## config.mk

```make
export PLATFORM = sky130hd
export DESIGN_NAME = rx_tag_fifo
export DESIGN_NICKNAME = d
export VERILOG_FILES = /design/src/rtl/rx_tag_fifo_pkg.sv /design/src/rtl/rx_tag_store.sv /design/src/rtl/rx_tag_head.sv /design/src/rtl/rx_tag_fifo.sv
export SDC_FILE = /design/constraint.sdc
export NUM_CORES = 1
export LEC_CHECK = 0
export ABC_AREA = 1
export ABC_CLOCK_PERIOD_IN_PS = 7250
export BUFFER_PORTS_ARGS = -buffer_cell sky130_fd_sc_hd__buf_2
export CAP_MARGIN = 25
export CORE_MARGIN = 5
export CORE_UTILIZATION = 65
export DETAILED_ROUTE_END_ITERATION = 10
export PLACE_DENSITY_LB_ADDON = 0.15
export SYNTH_ARGS = -nofsm -noshare
export SYNTH_HDL_FRONTEND = slang
export SYNTH_SLANG_ARGS = --single-unit
```

## constraint.sdc

```tcl
create_clock -name clk -period 7.25 [get_ports clk]
set_input_delay 0.725 -clock clk [delete_from_list [all_inputs] [get_ports clk]]
set_output_delay 0.725 -clock clk [all_outputs]
set_load 0.02 [all_outputs]
```

## src/rtl/rx_tag_fifo_pkg.sv

```systemverilog
package rx_tag_fifo_pkg;
  localparam int TAG_W = 3;

  typedef struct packed {
    logic brk;
    logic frm;
    logic par;
  } rx_tag_t;
endpackage

```

## src/rtl/rx_tag_store.sv

```systemverilog
module rx_tag_store #(
  parameter int DATA_W = 8,
  parameter int DEPTH  = 64,
  localparam int ENT_W = DATA_W + rx_tag_fifo_pkg::TAG_W,
  localparam int AW    = (DEPTH > 1) ? $clog2(DEPTH) : 1,
  localparam int CW    = $clog2(DEPTH + 1)
) (
  input  logic             clk,
  input  logic             rst,
  input  logic             flush,
  input  logic             one_slot,
  input  logic             push_req,
  input  logic             pop_req,
  input  logic [ENT_W-1:0] push_ent,
  output logic [CW-1:0]    count_n,
  output logic [ENT_W-1:0] head_n,
  output logic             drop
);
  logic [ENT_W-1:0] mem [DEPTH];
  logic [AW-1:0]    wr_ptr, rd_ptr, wr_ptr_n, rd_ptr_n;
  logic [CW-1:0]    count, limit;
  logic             accept, pop_ok;

  function automatic logic [AW-1:0] ptr_inc(input logic [AW-1:0] p);
    return (p == AW'(DEPTH - 1)) ? '0 : p + 1'b1;
  endfunction

  always_comb begin
    limit    = one_slot ? CW'(1) : CW'(DEPTH);
    pop_ok   = pop_req && (count != '0) && !flush;
    accept   = push_req && !flush && ((count < limit) || pop_ok);
    drop     = push_req && !flush && !accept;
    wr_ptr_n = flush ? '0 : (accept ? ptr_inc(wr_ptr) : wr_ptr);
    rd_ptr_n = flush ? '0 : (pop_ok ? ptr_inc(rd_ptr) : rd_ptr);
    if (flush)
      count_n = '0;
    else
      count_n = count + CW'(accept) - CW'(pop_ok);
    if (accept && (rd_ptr_n == wr_ptr))
      head_n = push_ent;
    else
      head_n = mem[rd_ptr_n];
  end

  always_ff @(posedge clk) begin
    if (accept)
      mem[wr_ptr] <= push_ent;
  end

  always_ff @(posedge clk) begin
    if (rst) begin
      wr_ptr <= '0;
      rd_ptr <= '0;
      count  <= '0;
    end else begin
      wr_ptr <= wr_ptr_n;
      rd_ptr <= rd_ptr_n;
      count  <= count_n;
    end
  end
endmodule

```

## src/rtl/rx_tag_head.sv

```systemverilog
module rx_tag_head #(
  parameter int DATA_W = 8,
  parameter int DEPTH  = 64,
  localparam int ENT_W = DATA_W + rx_tag_fifo_pkg::TAG_W,
  localparam int CW    = $clog2(DEPTH + 1)
) (
  input  logic              clk,
  input  logic              rst,
  input  logic [CW-1:0]     count_n,
  input  logic [ENT_W-1:0]  head_n,
  input  logic              drop,
  input  logic              stat_rd,
  output logic [DATA_W-1:0] rd_data,
  output logic [4:0]        stat,
  output logic [CW-1:0]     level,
  output logic              irq
);
  import rx_tag_fifo_pkg::*;

  rx_tag_t tag_q;
  logic    ovr_q, rdy_q;

  always_ff @(posedge clk) begin
    if (rst) begin
      rd_data <= '0;
      tag_q   <= '0;
      ovr_q   <= 1'b0;
      rdy_q   <= 1'b0;
      level   <= '0;
      irq     <= 1'b0;
    end else begin
      level <= count_n;
      rdy_q <= (count_n != '0);
      irq   <= (count_n != '0);
      if (count_n != '0) begin
        rd_data <= head_n[DATA_W-1:0];
        tag_q   <= head_n[ENT_W-1:DATA_W];
      end else begin
        tag_q   <= '0;
      end
      if (drop)
        ovr_q <= 1'b1;
      else if (stat_rd)
        ovr_q <= 1'b0;
    end
  end

  assign stat = {tag_q.brk, tag_q.frm, tag_q.par, ovr_q, rdy_q};
endmodule

```

## src/rtl/rx_tag_fifo.sv

```systemverilog
module rx_tag_fifo #(
  parameter int DATA_W = 8,
  parameter int DEPTH  = 64,
  localparam int TW    = rx_tag_fifo_pkg::TAG_W,
  localparam int ENT_W = DATA_W + TW,
  localparam int CW    = $clog2(DEPTH + 1)
) (
  input  logic              clk,
  input  logic              rst,
  input  logic              fifo_en,
  input  logic              wr_valid,
  input  logic [DATA_W-1:0] wr_data,
  input  logic [TW-1:0]     wr_tags,
  input  logic              rd_en,
  input  logic              stat_rd,
  output logic [DATA_W-1:0] rd_data,
  output logic [4:0]        stat,
  output logic [CW-1:0]     level,
  output logic              irq
);
  logic             en_q, flush, drop;
  logic [CW-1:0]    count_n;
  logic [ENT_W-1:0] head_n;

  always_ff @(posedge clk) begin
    if (rst) en_q <= 1'b1;
    else     en_q <= fifo_en;
  end

  assign flush = (fifo_en != en_q);

  rx_tag_store #(.DATA_W(DATA_W), .DEPTH(DEPTH)) u_store (
    .clk      (clk),
    .rst      (rst),
    .flush    (flush),
    .one_slot (!fifo_en),
    .push_req (wr_valid),
    .pop_req  (rd_en),
    .push_ent ({wr_tags, wr_data}),
    .count_n  (count_n),
    .head_n   (head_n),
    .drop     (drop)
  );

  rx_tag_head #(.DATA_W(DATA_W), .DEPTH(DEPTH)) u_head (
    .clk     (clk),
    .rst     (rst),
    .count_n (count_n),
    .head_n  (head_n),
    .drop    (drop),
    .stat_rd (stat_rd),
    .rd_data (rd_data),
    .stat    (stat),
    .level   (level),
    .irq     (irq)
  );
endmodule

```

Yosys cells after proc, flatten, opt, wreduce, memory -nomap -nowiden
Memory sizes are Yosys's and may differ from the RTL's.
Cells that the tools add are included.
- memories kept: 1
- memory bits (writable): 704
- input port bits: 17
- output and inout bits: 21
- word-level logic and storage cells: 46
- bits in registers: 33
- bitwise operators: 1
- add/sub/neg operators: 4
- eq/ne operators: 4
- order comparisons: 1
- reductions and logical operators: 14
- muxes and demuxes: 11
- memories (memory ; words ; bits a word ; read ports ; clocked after memory_dff ; wr ports ; RTL line ; RTL):
    u_store.mem ; 64 ; 11 ; 1 ; 0 ; 1 ; rx_tag_store.sv:19 ; logic [ENT_W-1:0] mem [DEPTH];
- operator list (kind ; count):
    $mux 6 ; 4
    $mux 7 ; 2
    $reduce_bool 7->1 ; 2
    $add 6x1->6 const B ; 2
    $eq 6x6->1 const B ; 2
    $mux 11 ; 1
    $add 7x1->7 ; 1
    $lt 7x7->1 ; 1
    $sub 7x1->7 ; 1
    $eq 6x6->1 ; 1
    $logic_and 1x1->1 ; 6
    $mux 1 ; 4
    $reduce_or 2->1 ; 2
    $logic_not 1->1 ; 2
    $reduce_bool 2->1 ; 1
    $logic_or 1x1->1 ; 1
    $ne 1x1->1 ; 1
    $not 1->1 ; 1

Logic depth before layout (Yosys ltp)
Gate-level depths: netlist of the first run.
- depth in word-level cells: 11
- gate-level depth with buffers: 28
- depth with buffers taken out: 28

By module
A second synthesis of the first run with hierarchy kept.
- cell total of the unflattened synthesis: 3442
- area total of the unflattened synthesis: 34396.7 um2
- modules (own cells, without submodules) (module ; area an instance (um2) ; cells each ; seq. area each (um2) ; instances):
    rx_tag_store ; 33613.5 ; 3337 ; 21520.6 ; 1
    rx_tag_head ; 738.2 ; 98 ; 400.4 ; 1
    rx_tag_fifo ; 45.0 ; 7 ; 20.0 ; 1

Worst setup path before layout of the first run
Ideal clock, no wire load.
- kind: input-to-reg
- start: input port fifo_en
- end: register u_head.tag_q (netlist bit u_head.stat[2])
- arrival: 3519 ps
- setup time: 109 ps
- setup slack: 3622 ps
- required time: 7141 ps
- cell stages on the path: 25
- path buffers: 0
- path through: inv_2 ha_1 inv_1 a31oi_1 o21ai_1 nand2_1 inv_1 ha_1 fa_1 inv_1 nor2_1 o21ai_0 nand2_1 nand2_1 nand2_1 a21oi_1 inv_1 o21ai_0 nand3_1 nand2_1 inv_1 o21ai_0 inv_1 nand2_1 inv_1
- word-level cells in the longest chain between the ends: 11
- elaborated cells on any way between the ends: 20
- classes of those cells: 2 x add/sub; 1 x order compare; 2 x eq/ne; 5 x mux; 1 x bitwise; 8 x reduce/logical; 1 x memory
- RTL lines (item ; RTL line ; RTL):
    start: declaration ; rx_tag_fifo.sv:10 ; input logic fifo_en,
    parallel branches: the longest is 4 deep, another holds $lt 7x7->1 ; - ;
    $logic_and 1x1->1 * ; rx_tag_store.sv:31 ; accept = push_req && !flush && ((count < limit) || pop_ok);
    net u_store.accept ; rx_tag_store.sv:22 ; logic accept, pop_ok;
    $add 7x1->7 ; rx_tag_store.sv:38 ; count_n = count + CW'(accept) - CW'(pop_ok);
    $sub 7x1->7 ; rx_tag_store.sv:38 ;
    $mux 7 ; rx_tag_store.sv:35 ; if (flush)
    $reduce_bool 7->1 ; rx_tag_head.sv:35 ; if (count_n != '0) begin
    $not 1->1 (no line) ; - ;
    $reduce_or 2->1 (no line) ; - ;
    end signal: assignment ; rx_tag_head.sv:37 ; tag_q <= head_n[ENT_W-1:DATA_W];
    end: declaration ; rx_tag_head.sv:20 ; rx_tag_t tag_q;
Mark *: on every way through the listed nets, which the timed path passes.
A chain may end at the register's enable or synchronous reset.

Worst setup path after layout of the first run
- start: register u_store.count[3]
- end: register u_head.rd_data[0]
- word-level cells in the longest chain between the ends: 9
- elaborated cells on any way between the ends: 16
- classes of those cells: 2 x add/sub; 1 x order compare; 1 x eq/ne; 4 x mux; 7 x reduce/logical; 1 x memory
- RTL lines (item ; RTL line ; RTL):
    start: declaration ; rx_tag_store.sv:21 ; logic [CW-1:0] count, limit;
    start signal: assignment ; rx_tag_store.sv:58 ; count <= count_n;
    parallel branches: the longest is 3 deep, another holds $lt 7x7->1 ; - ;
    $logic_or 1x1->1 * ; rx_tag_store.sv:31 ;
    $logic_and 1x1->1 * ; rx_tag_store.sv:31 ;
    net u_store.accept ; rx_tag_store.sv:22 ;
    $add 7x1->7 ; rx_tag_store.sv:38 ;
    $sub 7x1->7 ; rx_tag_store.sv:38 ;
    $mux 7 ; rx_tag_store.sv:35 ;
    $reduce_bool 7->1 ; rx_tag_head.sv:35 ;
    end signal: assignment ; rx_tag_head.sv:36 ; rd_data <= head_n[DATA_W-1:0];
    end: declaration ; rx_tag_head.sv:13 ; output logic [DATA_W-1:0] rd_data,
Marked as above.

==> results of run 1 <==
-- through the flow --
stage,hold slack [ns],cells,utilization (%),total power [µW],setup slack (ns)
finish,0.332,3824,72.5,10700,2.62
detailed placement,0.451,3669,67.2,6980,2.50
global route,0.342,3824,72.5,11100,2.24
global placement,0.452,3649,66.8,6950,2.49
floorplan,0.438,3103,-,6290,3.62
CTS,0.303,3802,72.1,10700,2.69
-- layout make-up --
type	count	area share, %
flip-flops and latches	737	61.3
multi-input cells	1771	22.9
clock buffers	99	5.86
inverters	408	4.32
repair buffers	111	2.42
well taps	664	2.34
clock inverters	34	0.824
-- flip-flops by register name, indices dropped and copies added, names as in the netlist, 3 cells and up --
register / flops
u_store.rd_ptr: 6
u_head.rd_data: 8
u_head.stat: 3
u_store.count: 7
u_store.wr_ptr: 6
u_store.mem: 704
-- logic make-up after synthesis --
family,Yosys count,synth area share (%)
adders and majority gates,16,0.644
AOI/OAI and AO/OA,130,2.20
buffers and inverters,595,7.34
DFF,737,67.6
xor gates and xnor gates,4,0.109
and+or+nand+nor,1621,22.1
-- critical path: cells and delay by family (launching register included) --
| kind | cells | cell delay [ns] |
|---|---|---|
| buffers and inverters | 5 | 0.54 |
| AOI/OAI and AO/OA | 4 | 0.59 |
| adders and majority gates | 3 | 0.84 |
| and+or+nand+nor | 12 | 2.28 |
| DFF | 1 | 0.32 |
-- power groups by stage --
stage	logic, µW	registers [µW]	clock network (µW)
3_5_place_dp	2130	4850	0
3_3_place_gp	2090	4850	0
5_1_grt	2390	4760	3980
2_1_floorplan	1410	4880	0
6_report	2190	4760	3760
4_1_cts	2150	4760	3790
-- per-layer routing --
| layer | vias to the layer above | part of all wire (%) | GRT usage [%] |
|---|---|---|---|
| met5 | - | 0 | 0 |
| met4 | 0 | 4.8 | 14.1 |
| met3 | 230 | 11 | 6.71 |
| met2 | 1517 | 46 | 48.7 |
| met1 | 11100 | 38 | 44.7 |
| li1 | 10500 | - | - |
-- layout by cell type, fill, tap and decap left out, types with 3 or more instances in the layout --
master / instances
nand2_1: 787
edfxtp_1: 704
nand3_1: 506
inv_1: 400
nor2_1: 160
nand4_1: 151
clkbuf_16: 79
o21ai_0: 73
buf_4: 51
buf_2: 37
dfxtp_1: 33
a21oi_1: 29
buf_6: 20
o211ai_1: 19
clkbuf_1: 17
clkinv_1: 16
ha_1: 15
clkinv_2: 9
inv_2: 5
nor3_1: 5
bufinv_16: 5
o21ai_1: 4
nor2_4: 3
nand3_4: 3
xor2_1: 3
clkbuf_8: 3
-- how the worst max path moves through the flow --
stage | end | from | cells past startpoint | slack [ns]
final | u_head.rd_data[0] | u_store.count[3] | 24 | 2.62
after global routing | u_head.rd_data[0] | u_store.count[3] | 24 | 2.24
after CTS | u_head.rd_data[0] | u_store.count[3] | 24 | 2.69
after floorplan | u_head.stat[2] | fifo_en | 25 | 3.62
after global placement | u_head.rd_data[6] | fifo_en | 23 | 2.49
after detailed placement | u_head.rd_data[0] | fifo_en | 23 | 2.50
-- synth_stat cells, types with 2 or more instances --
cell type	count	area, µm²
nand2_1	788	2960
edfxtp_1	704	21100
nand3_1	508	2540
inv_1	400	1500
nor2_1	160	601
nand4_1	151	945
clkbuf_1	92	345
buf_2	74	370
o21ai_0	73	365
dfxtp_1	33	661
a21oi_1	29	145
o211ai_1	19	143
ha_1	15	188
buf_4	11	82.6
buf_1	10	37.5
inv_2	7	26.3
nor3_1	6	30.0
o21ai_1	4	20.0
xor2_1	3	26.3
nor2_2	2	12.5
nor2_4	2	22.5
o21bai_1	2	15.0
==> reports/summary.txt, run 1 <==
Outcome -> finished, final reports clean
FP Rows -> 81
Skew-Pair Late Insertion Delay -> 0.62 ns
Die height -> 233 µm
Slowest stage delay, CP -> 0.83 ns
Crit end category -> flip-flop
Arr. time, crit path -> 5.18 ns
Switch share -> 30.3%
P per Cell Area -> 301 nW/µm²
Clk slew on worst S/H paths -> 0.06 ns
Worst reg-to-reg setup slack -> 2.62 ns
Total Routing Usage GR -> 31.8%
RSZ-0062 raised after global routing -> false
Via Count -> 23.3k
Leakage -> 0.0143 µW
Post-synthesis net count -> 3136
Syn Area/Cell -> 10.4 µm²
Final hold vios -> 0
Share of layout cells above drive strength 1 -> 7.28%
Vias in the first global route -> 21.9k
Cts repair resizes -> 0
Cell Area, Synth -> 32300 µm²
Net switching power -> 3240 µW
Fmax achieved -> 0.216 GHz
R2R depth -> 24
Largest net degree at the start of global routing -> 227
Final instance area -> 35600 µm²
WL/cell -> 22.6 µm
Post-synthesis register bit count -> 737
Netlist cell types -> 32
TritonCTS buffer count -> 73
Critical path class -> reg2reg
Worst Path Required -> 7.80 ns
Peak VDD IR -> 221 µV
Ant. Diodes -> 0
CP Cell Sequence -> inv_1 -> ha_1 -> inv_1 -> nor2_1 -> nand3_1 -> nand2_2 -> o21ai_1 -> nand2_1 -> inv_1 -> ha_1 -> fa_1 -> inv_1 -> nor2_1 -> o21ai_0 -> nand2_1 -> nand2_1 -> nand2_1 -> a21oi_1 -> inv_1 -> o21ai_0 -> nand3_1 -> nor2_1 -> nand2_1 -> nand2_1
Fin nets -> 3135
H-tree depth -> 3
FF-to-FF End -> u_head.rd_data[0]
Setup Skew -> 0.0123 ns
Antenna violations before repair -> 0
Slowest stage cell, crit path -> nor2_1
Vias per cell -> 6.10
DP Area -> 33000 µm²
Die width -> 233 µm
Port Buffer Count -> 37
Die area -> 54200 µm²
Register Area -> 21800 µm²
Longest Clk Path Bufs -> 3
HP Class -> in2reg
GPL Wtd Cong -> 0.905
Register area share after synthesis -> 67.6%
CTS tree -> built
Filler instances -> 3439
Hold buffers post-CTS -> 0
DRT iter0 DRCs -> 3478
Total setup buffers inserted after CTS -> 0
Drt drc -> 0
Crit-path max FO -> 8
Syn Inst Count -> 3103
Final Slew Violations -> 0
Multi-input gate area -> 8150 µm²
Final min period -> 4.63 ns
Hold_sp -> fifo_en
Final setup fails -> 0
Comb pwr share -> 20.5%
Part of the power in registers -> 44.4%
Dpl hpwl -> 48000 µm
Num ports -> 38
Worst r2r src -> u_store.count[3]
Max-cap violation count -> 0
Int Pwr -> 7470 µW
Most used cell, CP -> nand2_1
Asr flop ratio synth -> 0%
Clock share of power -> 35.1%
Core area -> 49100 µm²
First-pass GRT wire length -> 131000 µm
Crit share post-route -> 63.9%
GR Overflow Total -> 0
Post-synth EDFFs -> 704
Antenna-violating nets left -> 0
Pre-antenna DRT Iters -> 6
Yosys warning count -> 0
Worst Max-Slew Pin Slew -> 1.36 ns
Max-slew headroom -> 9.16%
Clock root buffer -> clkbuf_16
CTS Sinks -> 737
Area grow syn2layout -> 10.2%
Ys flop type -> edfxtp_1
Critical path launch point type -> flip-flop
Starting density of the core -> 65.8%
Min-Delay Endpoint -> en_q
Setup TNS -> 0 ns
WL final -> 86600 µm
WHS Path Cells -> 3
Note: power is estimated with default switching activity, not from simulation.
==> run 2: changes to the inputs <==
Settings changed: ABC_AREA 1 to 0, ABC_CLOCK_PERIOD_IN_PS 7250 to 4000, CORE_UTILIZATION 65 to 57.
Clock period 7.25 ns to 4 ns, I/O delays scaled along.
==> run 2 against run 1 <==
Effect of this change: sequential power grew 81%; clock skew rose by 0.018 ns; register-to-register slack lost 2.4 ns; worst setup slack got worse by 2.4 ns; worst hold slack worse by 0.26 ns; area after synthesis shrank 5.8%; final cell count decreased by 18%.
==> reports/summary.txt, run 2 <==
GR Overflow Total -> 0
RSZ-0062 raised after global routing -> false
Crit-path max FO -> 8
Post-synthesis mux area share -> 3.12%
Port Buffer Count -> 37
Max reg flops -> 704
Synth area leader -> edfxtp_1
Slowest stage delay, CP -> 0.51 ns
Final hold vios -> 0
Post-synth top cells -> edfxtp_1 (704), nand2_1 (429), nand3_1 (157), a21oi_1 (126), nor2_1 (119)
Setup Skew -> 0.0307 ns
Crit share post-route -> 94.6%
Leakage -> 0.0117 µW
Filler instances -> 3769
Register area share after synthesis -> 71.7%
Area grow syn2layout -> 13.4%
Arr. time, crit path -> 4.31 ns
Worst r2r src -> u_store.count[1]
Antenna violations before repair -> 2
Worst reg-to-reg setup slack -> 0.22 ns
CTS tree -> built
Asr flop ratio synth -> 0%
CP endpoint -> u_head.rd_data[3]
Outcome -> finished, final reports clean
Fin nets -> 2424
Max-cap violation count -> 0
Hold_sp -> wr_valid
Compound-Gate Fraction of Synth Area -> 9.90%
Max-slew headroom -> 33.2%
Post-Synth XOR/XNOR Area -> 0.399%
WL/cell -> 27.2 µm
Largest regs -> u_store.mem x704, u_head.rd_data x8, u_store.count x7
Final Core Density -> 65.5%
HP Class -> in2reg
Dpl hpwl -> 52100 µm
Via Count -> 20.5k
Worst Max-Slew Pin Slew -> 1.00 ns
FP Rows -> 84
Combinational family with the most area after synthesis -> simple AND/OR/NAND/NOR gates
Synth Area in Adders -> 0.683%
Syn Area/Cell -> 13.4 µm²
Critical Path Stages -> 17
Post-synth EDFFs -> 704
Area share of and/or/nand/nor cells after synthesis -> 11.6%
Fmax achieved -> 0.264 GHz
Worst path buffer plus inverter count -> 1
GPL Wtd Cong -> 0.904
Yosys top cell area share -> 69.5%
Slowest stage cell, crit path -> or4_4
Worst Setup SP -> u_store.count[1]
Clock root buffer -> clkbuf_16
FF-to-FF End -> u_head.rd_data[3]
Final Slew Violations -> 0
Setup TNS -> 0 ns
Netlist cell types -> 77
Crit end category -> flip-flop
Largest net degree at the start of global routing -> 79
Critical path class -> reg2reg
Main area contributors after synthesis -> edfxtp_1 (70%), nand2_1 (5.3%), mux2i_1 (2.9%)
Final min period -> 3.78 ns
Yosys warning count -> 0
Starting density of the core -> 57.7%
H-tree depth -> 3
Final setup fails -> 0
Drt drc -> 0
Syn Inst Count -> 2274
Total setup buffers inserted after CTS -> 0
Total Routing Usage GR -> 29.2%
P per Cell Area -> 579 nW/µm²
Antenna-violating nets left -> 0
Worst Path Required -> 4.53 ns
Register Area -> 21800 µm²
TritonCTS buffer count -> 75
Vias in the first global route -> 19.8k
Critical path launch point type -> flip-flop
Core area -> 52700 µm²
Clk slew on worst S/H paths -> 0.06 ns
First-pass GRT wire length -> 126000 µm
Cell Area, Synth -> 30400 µm²
Ys flop type -> edfxtp_1
Multi-input gate area -> 7910 µm²
Pre-antenna DRT Iters -> 5
Ant. Diodes -> 0
Crit-path leading delay family -> simple AND/OR/NAND/NOR gates
Longest Clk Path Bufs -> 3
Die area -> 58100 µm²
Top-count cell post-synth -> edfxtp_1
Peak VDD IR -> 371 µV
Vias per cell -> 6.56
Num ports -> 38
Skew-Pair Late Insertion Delay -> 0.62 ns
Post-synthesis register bit count -> 737
CTS Sinks -> 737
Post-synthesis net count -> 2307
Die height -> 241 µm
DRT iter0 DRCs -> 2973
CP Cell Sequence -> inv_1 -> ha_1 -> nor3b_1 -> o211ai_1 -> a21oi_1 -> o211a_1 -> ha_1 -> fa_2 -> nor2b_1 -> o21a_1 -> o21bai_1 -> a21oi_1 -> or4_4 -> nand3_2 -> nor3b_4 -> a22oi_1 -> o21ai_1
Most flops, register -> u_store.mem
R2R depth -> 17
Most frequent cells in the layout -> edfxtp_1 (704), nand2_1 (429), nand3_1 (156)
Share of layout cells above drive strength 1 -> 13.5%
Die width -> 241 µm
Hold buffers post-CTS -> 0
WL final -> 85100 µm
Commonest non-fill, non-tap cell in the layout -> edfxtp_1
## run 2: changes by cell type after synthesis, sizes merged, moves of 38 or more
cell | before | now
a21oi | 29 | 128
a32oi | 0 | 39
nand4 | 151 | 31
nor2 | 164 | 120
nand3 | 509 | 157
nand2 | 790 | 429
clkbuf | 92 | 54
mux2i | 0 | 88
inv | 407 | 18
## run 2: metrics by stage
| step | hold slack [ns] | total power, µW | cells | setup WS (ns) | instance area (µm²) |
|---|---|---|---|---|---|
| 3_5_place_dp | 0.489 | 13100 | 3001 | -0.0101 | 32100 |
| 4_1_cts | 0.0536 | 19900 | 3133 | 0.0368 | 34400 |
| 3_3_place_gp | 0.475 | 13000 | 3001 | 0.0994 | 32100 |
| 5_1_grt | 0.0825 | 20700 | 3134 | 0.0118 | 34500 |
| 2_1_floorplan | 0.454 | 11700 | 2274 | 0.00364 | 30400 |
| 6_report | 0.0717 | 20000 | 3134 | 0.217 | 34500 |
## run 2: kinds of logic (layout without fill, tap and decap cells)
kind of cell	Yosys count	after routing
flip-flops	737	737
buffers and inverters	165	337
multiplexers	93	93
adder cells (fa/ha/maj)	16	16
XOR/XNOR	13	13
AO/OA/AOI/OAI	439	439
AND/OR/NAND/NOR	811	811
## run 2: power by group
part           internal, µW  switching (µW)  total, µW
logic                  1500            2990       4490
clock network          4020            2830       6850
registers              8540            75.9       8620
## run 2: layout make-up
type,instances,area share (%)
sequential,737,63.3
inverter,18,0.196
clock inverter,31,0.962
tap,688,2.50
timing repair buffer,187,4.20
clock buffer,101,5.91
multi-input combinational,1372,23.0
## run 2: routing by layer
layer | up-vias | part of all wire, % | GRT usage, %
met2 | 1316 | 45 | 43.9
met1 | 10100 | 40 | 43.0
met4 | 0 | 4.1 | 11.5
met3 | 215 | 11 | 5.58
li1 | 8884 | - | -
met5 | - | 0 | 0
## run 2: how the worst min path moves through the flow
stage | cells past startpoint | slack (ns) | to
finish | 3 | 0.07 | u_head.ovr_q
detailed placement | 2 | 0.49 | u_head.ovr_q
CTS | 3 | 0.05 | u_head.ovr_q
global route | 3 | 0.08 | u_head.ovr_q
global placement | 2 | 0.48 | u_head.ovr_q
floorplan | 2 | 0.45 | u_head.ovr_q
## run 2: what timing repair did
item / 4_1_cts / 5_1_grt
endpoints found under the hold margin: 0 / 0
cloned: 0 / 0
endpoints found under the setup margin: 3 / 11
gates resized for setup: 1 / 9
## run 2: worst register-to-register path, delay by kind of cell, from the launching register on
kind	cells	cell delay [ns]
buffers and inverters	1	0.08
DFF	1	0.33
AOI/OAI and AO/OA	8	1.21
and+or+nand+nor	5	1.25
adders and majority gates	3	0.83
